<file path="src/rtl/stk_pkg.sv">
`timescale 1ns/1ps
// Shared types for the spilling return stack.
package stk_pkg;
    // Sequencer state: idle, spill write outstanding, refill read outstanding.
    typedef enum logic [1:0] {
        ST_IDLE  = 2'd0,
        ST_SPILL = 2'd1,
        ST_FILL  = 2'd2
    } stk_state_e;
endpackage

</file>
<file path="src/rtl/stk_file.sv">
`timescale 1ns/1ps
// On-chip entry storage: one write port, two asynchronous read ports
// (top and oldest entry). Assumes DEPTH is a power of two so indices wrap.
module stk_file #(
    parameter int DW    = 16,
    parameter int DEPTH = 16,
    localparam int IW   = $clog2(DEPTH)
) (
    input  logic          clk,
    input  logic          we,
    input  logic [IW-1:0] waddr,
    input  logic [DW-1:0] wdata,
    input  logic [IW-1:0] raddr_a,
    input  logic [IW-1:0] raddr_b,
    output logic [DW-1:0] rdata_a,
    output logic [DW-1:0] rdata_b
);
    logic [DW-1:0] slot_q [DEPTH];

    // Write one slot per cycle; contents need no reset.
    always_ff @(posedge clk) begin
        if (we) slot_q[waddr] <= wdata;
    end

    assign rdata_a = slot_q[raddr_a];
    assign rdata_b = slot_q[raddr_b];
endmodule

</file>
<file path="src/rtl/stk_flags.sv">
`timescale 1ns/1ps
// Sticky status bits {empty-pull, over-limit, first-spill} and the
// non-maskable error pulse. Set events win over a same-cycle clear.
module stk_flags (
    input  logic       clk,
    input  logic       rst_n,
    input  logic       clr,
    input  logic       wrap_ev,
    input  logic       ovf_ev,
    input  logic       unf_ev,
    output logic [2:0] flg,
    output logic       err
);
    logic [2:0] flg_q;
    logic       err_q;
    logic [2:0] ev;

    assign ev = {unf_ev, ovf_ev, wrap_ev};

    // Hold, clear on control write, and OR in new events.
    always_ff @(posedge clk) begin
        if (!rst_n) flg_q <= 3'b000;
        else        flg_q <= (clr ? 3'b000 : flg_q) | ev;
    end

    // Pulse the error only on a 0-to-1 change of a fault flag.
    always_ff @(posedge clk) begin
        if (!rst_n) err_q <= 1'b0;
        else        err_q <= (ev[1] & ~flg_q[1]) | (ev[2] & ~flg_q[2]);
    end

    assign flg = flg_q;
    assign err = err_q;

    a_r9_err_on_rise: assert property (@(posedge clk) disable iff (!rst_n)
        err_q |-> ($rose(flg_q[1]) || $rose(flg_q[2])));
    a_r9_rise_gives_err: assert property (@(posedge clk) disable iff (!rst_n)
        ($rose(flg_q[1]) || $rose(flg_q[2])) |-> err_q);
    a_r10_sticky: assert property (@(posedge clk) disable iff (!rst_n)
        !clr |=> (($past(flg_q) & ~flg_q) == 3'b000));
endmodule

</file>
<file path="src/rtl/hw_stack_ext.sv">
`timescale 1ns/1ps
// Return stack with an on-chip file of DEPTH entries that spills its oldest
// entries to data memory when extension mode is on. Assumes DEPTH is a power
// of two, SPW > log2(DEPTH), and that the enable is only changed while empty.
module hw_stack_ext
    import stk_pkg::*;
#(
    parameter int DW    = 16,
    parameter int DEPTH = 16,
    parameter int SPW   = 8
) (
    input  logic           clk,
    input  logic           rst_n,
    input  logic           op_req,
    input  logic           op_pull,
    input  logic [DW-1:0]  op_wdata,
    output logic           op_done,
    output logic [DW-1:0]  op_rdata,
    output logic           busy,
    input  logic           ctl_we,
    input  logic           ctl_ext_en,
    input  logic           ctl_ysel,
    input  logic [SPW-1:0] ctl_size,
    output logic           mem_req,
    output logic           mem_we,
    output logic           mem_ysel,
    output logic [SPW-1:0] mem_addr,
    output logic [DW-1:0]  mem_wdata,
    input  logic           mem_ready,
    input  logic [DW-1:0]  mem_rdata,
    output logic [SPW-1:0] sp,
    output logic           flag_wrap,
    output logic           flag_ovf,
    output logic           flag_unf,
    output logic           stack_err
);
    localparam int IW = $clog2(DEPTH);
    localparam int FW = IW + 1;
    localparam logic [IW-1:0]  ONE_I = IW'(1);
    localparam logic [FW-1:0]  ONE_F = FW'(1);
    localparam logic [FW-1:0]  FULL  = FW'(DEPTH);
    localparam logic [SPW-1:0] ONE_S = SPW'(1);

    stk_state_e     st_q;
    logic [IW-1:0]  top_q;
    logic [FW-1:0]  fill_q;
    logic [SPW-1:0] ep_q;
    logic [DW-1:0]  xfer_q;
    logic           spc_q;
    logic           done_q;
    logic [DW-1:0]  rdata_q;
    logic           en_q;
    logic           ysel_q;
    logic [SPW-1:0] size_q;

    logic           accept, is_full, is_empty;
    logic           ovf_ev, unf_ev, spill_go, fill_go, push_go, pop_go;
    logic           spill_end, fill_end;
    logic           f_we;
    logic [IW-1:0]  f_waddr, bot_idx;
    logic [DW-1:0]  f_wdata, rd_top, rd_bot;
    logic [SPW-1:0] sp_w;
    logic [2:0]     flg;

    // Decode the accepted request into exactly one action.
    always_comb begin
        sp_w      = ep_q + SPW'(fill_q);
        accept    = op_req && (st_q == ST_IDLE);
        is_full   = (fill_q == FULL);
        is_empty  = (fill_q == '0);
        ovf_ev    = accept && !op_pull && en_q && (sp_w == size_q);
        unf_ev    = accept && op_pull && en_q && (sp_w == '0);
        spill_go  = accept && !op_pull && en_q && !ovf_ev && is_full;
        fill_go   = accept && op_pull && en_q && (fill_q == ONE_F) && (ep_q != '0);
        push_go   = accept && !op_pull && !is_full && !ovf_ev;
        pop_go    = accept && op_pull && !is_empty && !fill_go && !unf_ev;
        spill_end = (st_q == ST_SPILL) && mem_ready;
        fill_end  = (st_q == ST_FILL) && mem_ready;
        bot_idx   = top_q - IW'(fill_q) + ONE_I;
    end

    // Select the single file write of this cycle.
    always_comb begin
        f_we    = push_go || spill_end || fill_end;
        f_waddr = fill_end ? (top_q - ONE_I) : (top_q + ONE_I);
        f_wdata = fill_end ? mem_rdata : (spill_end ? xfer_q : op_wdata);
    end

    stk_file #(.DW(DW), .DEPTH(DEPTH)) u_file (
        .clk     (clk),
        .we      (f_we),
        .waddr   (f_waddr),
        .wdata   (f_wdata),
        .raddr_a (top_q),
        .raddr_b (bot_idx),
        .rdata_a (rd_top),
        .rdata_b (rd_bot)
    );

    stk_flags u_flags (
        .clk     (clk),
        .rst_n   (rst_n),
        .clr     (ctl_we),
        .wrap_ev (spill_go),
        .ovf_ev  (ovf_ev),
        .unf_ev  (unf_ev),
        .flg     (flg),
        .err     (stack_err)
    );

    // Transfer sequencer: one memory access outstanding at most.
    always_ff @(posedge clk) begin
        if (!rst_n)                     st_q <= ST_IDLE;
        else if (spill_go)              st_q <= ST_SPILL;
        else if (fill_go)               st_q <= ST_FILL;
        else if (spill_end || fill_end) st_q <= ST_IDLE;
    end

    // Top index, on-chip count and spilled count.
    always_ff @(posedge clk) begin
        if (!rst_n) begin
            top_q  <= '0;
            fill_q <= '0;
            ep_q   <= '0;
        end else begin
            if (push_go || spill_end)    top_q <= top_q + ONE_I;
            else if (pop_go || fill_end) top_q <= top_q - ONE_I;
            if (push_go)                 fill_q <= fill_q + ONE_F;
            else if (pop_go)             fill_q <= fill_q - ONE_F;
            if (spill_end)               ep_q <= ep_q + ONE_S;
            else if (fill_end)           ep_q <= ep_q - ONE_S;
        end
    end

    // Park the pending push value or popped value, and the transfer space.
    always_ff @(posedge clk) begin
        if (!rst_n) begin
            xfer_q <= '0;
            spc_q  <= 1'b0;
        end else if (spill_go || fill_go) begin
            xfer_q <= spill_go ? op_wdata : rd_top;
            spc_q  <= ysel_q;
        end
    end

    // Completion pulse and returned value.
    always_ff @(posedge clk) begin
        if (!rst_n) begin
            done_q  <= 1'b0;
            rdata_q <= '0;
        end else begin
            done_q <= (accept && !spill_go && !fill_go) || spill_end || fill_end;
            if (pop_go)                 rdata_q <= rd_top;
            else if (fill_end)          rdata_q <= xfer_q;
            else if (accept && op_pull) rdata_q <= '0;
        end
    end

    // Control register: enable, space select and size limit.
    always_ff @(posedge clk) begin
        if (!rst_n) begin
            en_q   <= 1'b0;
            ysel_q <= 1'b0;
            size_q <= '1;
        end else if (ctl_we) begin
            en_q   <= ctl_ext_en;
            ysel_q <= ctl_ysel;
            size_q <= ctl_size;
        end
    end

    assign busy      = (st_q != ST_IDLE);
    assign mem_req   = busy;
    assign mem_we    = (st_q == ST_SPILL);
    assign mem_ysel  = spc_q;
    assign mem_addr  = (st_q == ST_SPILL) ? ep_q : (ep_q - ONE_S);
    assign mem_wdata = rd_bot;
    assign op_done   = done_q;
    assign op_rdata  = rdata_q;
    assign sp        = sp_w;
    assign flag_wrap = flg[0];
    assign flag_ovf  = flg[1];
    assign flag_unf  = flg[2];

    a_r12_req_held: assert property (@(posedge clk) disable iff (!rst_n)
        (mem_req && !mem_ready) |=> (mem_req && $stable(mem_addr) && $stable(mem_we) && $stable(mem_ysel)));
    a_r12_no_early_done: assert property (@(posedge clk) disable iff (!rst_n)
        (busy && !mem_ready) |=> !op_done);
    a_r3_port_idle: assert property (@(posedge clk) disable iff (!rst_n)
        (!en_q && !mem_req) |=> !mem_req);
    a_r7_sp_kept: assert property (@(posedge clk) disable iff (!rst_n)
        ovf_ev |=> (sp == $past(sp)));
    a_r8_sp_zero: assert property (@(posedge clk) disable iff (!rst_n)
        unf_ev |=> (sp == '0));
    a_r2_fill_bound: assert property (@(posedge clk) disable iff (!rst_n)
        fill_q <= FULL);
endmodule

</file>
<file path="config.mk">
export PLATFORM = sky130hd
export DESIGN_NAME = hw_stack_ext
export DESIGN_NICKNAME = d
export VERILOG_FILES = /design/src/rtl/stk_pkg.sv /design/src/rtl/stk_file.sv /design/src/rtl/stk_flags.sv /design/src/rtl/hw_stack_ext.sv
export SDC_FILE = /design/constraint.sdc
export NUM_CORES = 1
export LEC_CHECK = 0
export BUFFER_PORTS_ARGS = -buffer_cell sky130_fd_sc_hd__buf_2
export CAP_MARGIN = 20
export CORE_UTILIZATION = 54
export CTS_BUF_LIST = sky130_fd_sc_hd__clkbuf_4 sky130_fd_sc_hd__clkbuf_8
export DETAILED_ROUTE_END_ITERATION = 7
export GPL_ROUTABILITY_DRIVEN = 0
export MAX_ROUTING_LAYER = met4
export PLACE_DENSITY = 0.74
export SETUP_SLACK_MARGIN = 0.1
export SYNTH_ARGS = -nofsm -noshare
export SYNTH_HDL_FRONTEND = slang
export SYNTH_SLANG_ARGS = --single-unit
</file>
<file path="constraint.sdc">
create_clock -name clk -period 5.7 [get_ports clk]
set_input_delay 0.285 -clock clk [delete_from_list [all_inputs] [get_ports clk]]
set_output_delay 0.285 -clock clk [all_outputs]
set_load 0.01 [all_outputs]
</file>
### Word-level counts from Yosys, hierarchy flattened

Memories as Yosys holds them, arrays and structs flattened. A register that Yosys moved wholly into a read port is not among the register bits.
Cells that the tools add are included.

* flip-flop bits (word level): 67
* latch bits: 0
* bits in writable memories: 256
* ROM bits: 0
* output and inout port bits: 57
* word-level logic and storage cells: 104
* memories: 1

Memories
* u_file.slot_q: words 16, width 16, read ports 2, clocked after Yosys merged registers in 1, wr ports 1, RTL line stk_file.sv:18 `logic [DW-1:0] slot_q [DEPTH];`

* $add $sub $neg: 9
* $mul: 0
* divide/modulo/power cells: 0
* magnitude comparators: 0
* eq/ne operators: 5
* shift-type cells: 0
* multiplexer cells: 22
* bitwise operators: 7
* reduce and logical (&&, ||, !) cells: 46

Operator list (number)
* two-way mux 16 bit: 6
* two-way mux 8 bit: 3
* logical AND 1 bit: 20
* two-way mux 4 bit: 5
* two-way mux 5 bit: 2
* nonzero test 2 bit: 5
* adder 4 x 1 -> 4 bit, second input constant: 2
* adder 8 x 1 -> 8 bit, second input constant: 1
* adder 8 x 5 -> 8 bit: 1
* equality test 8 bit: 1
* zero test 8 bit: 1
* nonzero test 8 bit: 1
* subtractor 8 x 1 -> 8 bit, second input constant: 1
* zero test 1 bit: 7
* logical OR 1 bit: 7
* nonzero test 3 bit: 2
* adder 5 x 1 -> 5 bit, second input constant: 1
* equality test 5 x 1 -> 1 bit, second input constant: 1
* equality test 5 bit, second input constant: 1
* zero test 5 bit: 1
* subtractor 5 x 1 -> 5 bit, second input constant: 1
* two-way mux 2 bit: 2
* subtractor 4 x 1 -> 4 bit, second input constant: 1
* subtractor 4 bit: 1
* 10 further kinds: 15

### Longest topological paths before layout

* depth after elaboration: 14
* depth in mapped cells: 13
* depth with buffers taken out: 9

### Cells and area by module

From an unflattened synthesis, not the netlist that was laid out.

* cells, all modules: 1049
* area, all modules: 16055.4 um^2

By module, submodules not included
* stk_file: instances 1, cells each 553, area each 11728.7 um^2, sequential area each 7687.4 um^2
* hw_stack_ext: instances 1, cells each 483, area each 4181.5 um^2, sequential area each 1261.2 um^2
* stk_flags: instances 1, cells each 13, area each 145.1 um^2, sequential area each 80.1 um^2

### Worst setup path before layout

OpenSTA, ideal clock, no wires.

* path kind: register to output
* from: register top_q[1]
* to: output mem_wdata[10]
* arrival time: 3139 ps
* slack: 2276 ps
* cell stages (with the launch flop): 10
* path buffers: 1
* cell sequence: dfxtp_1 -> inv_1 -> ha_1 -> inv_1 -> ha_1 -> fa_1 -> xor2_1 -> xnor2_1 -> buf_2 -> mux4_2

* cells in the longest elaborated chain, start to end: 3

Ends and longest elaborated chain
* start: declaration: RTL line hw_stack_ext.sv:45 `logic [IW-1:0] top_q;`
* start signal: assignment: RTL line hw_stack_ext.sv:126 `if (push_go || spill_end) top_q <= top_q + ONE_I;`
* start signal: assignment: RTL line hw_stack_ext.sv:127 `else if (pop_go || fill_end) top_q <= top_q - ONE_I;`
* subtractor 4 bit: RTL line hw_stack_ext.sv:79 `bot_idx = top_q - IW'(fill_q) + ONE_I;`
* adder 4 x 1 -> 4 bit: RTL line hw_stack_ext.sv:79
* memory (16 x 16 bit)
* end: declaration: RTL line hw_stack_ext.sv:28 `output logic [DW-1:0] mem_wdata,`

No other way between the ends.

### Worst setup path in the final report

* from: register ep_q[3]
* to: memory u_file.slot_q[8][15] (enable)

* cells in the longest elaborated chain, start to end: 9

Ends and longest elaborated chain
* start: declaration: RTL line hw_stack_ext.sv:47 `logic [SPW-1:0] ep_q;`
* start signal: assignment: RTL line hw_stack_ext.sv:130 `if (spill_end) ep_q <= ep_q + ONE_S;`
* start signal: assignment: RTL line hw_stack_ext.sv:131 `else if (fill_end) ep_q <= ep_q - ONE_S;`
* adder 8 x 5 -> 8 bit: RTL line hw_stack_ext.sv:67 `sp_w = ep_q + SPW'(fill_q);`
* equality test 8 bit: RTL line hw_stack_ext.sv:71 `ovf_ev = accept && !op_pull && en_q && (sp_w == size_q);`
* logical AND 1 bit: RTL line hw_stack_ext.sv:71
* zero test 1 bit: RTL line hw_stack_ext.sv:75 `push_go = accept && !op_pull && !is_full && !ovf_ev;`
* logical AND 1 bit: RTL line hw_stack_ext.sv:75
* logical OR 1 bit (2 in series): RTL line hw_stack_ext.sv:84 `f_we = push_go || spill_end || fill_end;`
* two-way mux 1 bit: RTL line stk_file.sv:22 `if (we) slot_q[waddr] <= wdata;`
* two-way mux 1 bit (not written as such): RTL line stk_file.sv:22
* end: declaration: RTL line stk_file.sv:18

No other way between the ends.

==> impl_metrics.json <==
{
  "h-tree-depth": 2,
  "nets": 1253,
  "drc": 0,
  "max_cap_viol_count": 0,
  "async_reset_ff_frac": 0,
  "die_h_um": 175,
  "cp-start-kind": "flip-flop",
  "multi_input_area_um2": 6680,
  "worstSetupStartpoint": "ep_q[3]",
  "cts-buffers-inserted": 52,
  "first_global_vias": 9887,
  "yosys-top-cells-area": "edfxtp_1 48%, mux4_2 22%, dfxtp_1 8.8%",
  "synth_flop_cell": "edfxtp_1",
  "synthCells": 1058,
  "dr_wl_met2_um": 17200,
  "antenna_found_initial": 1,
  "synth_area_um2": 16100,
  "drt_iter0_drc": 1257,
  "avgSynthCellArea_um2": 15.3,
  "total_power_mw": 7.17,
  "wirelength_um": 39900,
  "postPlaceCellArea_um2": 17100,
  "powerDensity_nw_per_um2": 391,
  "grt_max_degree": 54,
  "clk_pin_slew_ns": 0.06,
  "cp_max_fo": 16,
  "p_leak_nw": 6.42,
  "synth_edf_count": 256,
  "floorplan.core_area_um2": 29100,
  "critPathKind": "reg2reg",
  "hold_path_class": "in2reg",
  "fin_setup_tns_ns": 0,
  "grt_overflow": 0,
  "post-cts-setup-buffer-count": 0,
  "final_area_um2": 18300,
  "pre_cts_slack_ns": 1.41,
  "cp.required_ns": 5.90,
  "synth_top_area_share": 0.476,
  "final_hold_viol_count": 0,
  "viasPerCell": 6.52,
  "status": "completed",
  "clockBufferDepth": 3,
  "ir_worst_vdd_mv": 0.230,
  "dieWidth_um": 175,
  "setup_viol": 0,
  "vias": 10500,
  "worst_hold_slack_ns": 0.0192,
  "syn_nets": 1125,
  "worstSetupEndpointType": "flip-flop",
  "max_slew_margin": 0.253,
  "ios": 105,
  "core.rowCount": 62,
  "ff2ff_setup_slack_ns": 1.52,
  "detail_route.wl_per_cell_um": 24.8,
  "min_period_ns": 4.18,
  "dr.pass1.iters": 5,
  "top_layer": "met4",
  "port_buffers": 104,
  "synthDistinctLibCells": 69,
  "regArea_um2": 9110,
  "clkSinkCount": 327,
  "hp-start": "op_wdata[7]",
  "drive_gt1_frac": 0.329,
  "dieArea_um2": 30600,
  "rsz0062_at_grt": "no",
  "clock_skew_ns": 0.0381,
  "clk-insertion-delay-late_ns": 0.61,
  "synth.most_common_cell": "edfxtp_1",
  "fill_cells": 2112,
  "yosysSeqAreaShare": 0.564,
  "start_util": 0.555,
  "dp_hpwl_um": 27200,
  "grt_first_pass_wirelength_um": 60800,
  "route.layer.met1.wl_um": 17100,
  "cts_tree": "yes",
  "met3WireLength_um": 4870,
  "worst_slack_ns": 1.52,
  "cts_root_buf": "clkbuf_8",
  "period_share": 0.734,
  "antenna_left": 0,
  "ys_top_cells_by_count": "256 x edfxtp_1, 160 x mux4_2, 105 x nand2_1",
  "fmax_ghz": 0.239,
  "yosys_register_bits": 327,
  "slew_violations": 0,
  "worstPathArrival_ns": 4.38,
  "syn_to_final_growth_pct": 13.6,
  "worst_slew_pin_slew_ns": 1.12,
  "grtUsageTotal": 0.275,
  "yosys.area.top_type": "edfxtp_1",
  "r2r-start": "ep_q[3]",
  "yosysWarnings": 0
}
==> stage by stage <==
step | std cells | utilization
after floorplan | 1058 | -
after global placement | 1494 | 0.586
after detailed placement | 1495 | 0.587
after CTS | 1607 | 0.630
after global routing | 1609 | 0.630
final | 1609 | 0.630
==> critical path, cell delays in order, from the launching register on <==
cell	delay (ns)
dfxtp_1	0.41
ha_1	0.55
nand2_4	0.09
or3b_1	0.46
a211o_1	0.34
a21o_1	0.17
and4_1	0.26
o21ai_1	0.62
and3_1	0.88
==> report_power, final <==
| group | internal (mW) | switching [mW] |
|---|---|---|
| Combinational | 1.08 | 1.18 |
| Clock | 1.09 | 0.932 |
| Sequential | 2.74 | 0.148 |
==> layout make-up <==
class	count	area share
Inverter	16	0.00328
Clock inverter	20	0.00942
Timing Repair Buffer	152	0.0519
Tap cell	384	0.0262
Clock buffer	72	0.0476
Antenna cell	1	0.000137
Sequential cell	327	0.497
Multi-Input combinational cell	637	0.364
==> cells by family (layout without fill, tap and decap cells) <==
group,after synthesis,in the layout,share of synthesized area
adder cells (fa/ha/maj),19,19,0.0157
AND/OR/NAND/NOR,275,275,0.0769
AO/OA/AOI/OAI,118,118,0.0530
XOR/XNOR,35,35,0.0224
flip-flops,327,327,0.564
buffers and inverters,94,260,0.0257
multiplexers,190,190,0.242
other,0,1,0
==> sequential cells by signal, summed over array words and instances (netlist names), named ones only <==
name / flops
size_q: 8
mem_ysel: 1
u_flags.flg: 3
en_q: 1
ep_q: 8
op_done: 1
top_q: 4
xfer_q: 16
u_file.slot_q: 256
fill_q: 5
st_q: 2
u_flags.err: 1
op_rdata: 16
ysel_q: 1
==> cell usage in the layout (no fill, tap or decap), types with 3 or more instances in the layout <==
cell type and count:
or2_2 3, o21ai_0 8, clkinv_2 6, or3_1 4, nor2_1 71, nand4_1 4, inv_1 15, ha_1 15
and3_1 9, a211oi_1 16, a21o_1 5, a211o_1 3, xnor3_1 4, dlygate4sd3_1 20, xnor2_1 18, clkbuf_8 53
a31oi_2 3, buf_2 104, buf_4 27, xor2_1 12, nor2_2 9, mux2i_1 30, nand2b_1 6, clkinv_1 9
nand2_1 105, edfxtp_1 256, a21oi_1 20, clkbuf_4 19, and2_1 5, nor3_1 5, a31oi_1 32, mux4_2 160
nand3_1 36, dfxtp_1 69
==> per-layer routing <==
layer / global-route usage / up-vias
li1: - / 4480
met1: 0.428 / 5264
met2: 0.370 / 687
met3: 0.0585 / 65
met4: 0.0612 / 0
met5: - / -
==> worst paths after layout <==
kind,end,cells past startpoint
hold / removal,xfer_q[7],3
hold reg to reg,u_flags.flg[0],2
setup reg to reg,u_file.slot_q[8][15],8
setup / recovery,u_file.slot_q[8][15],8
==> what timing repair did <==
item,in CTS,in global routing
gates resized for setup,0,0
hold buffers,20,0
endpoints found under the hold margin,20,0
Note: power is estimated with default switching activity, not from simulation.
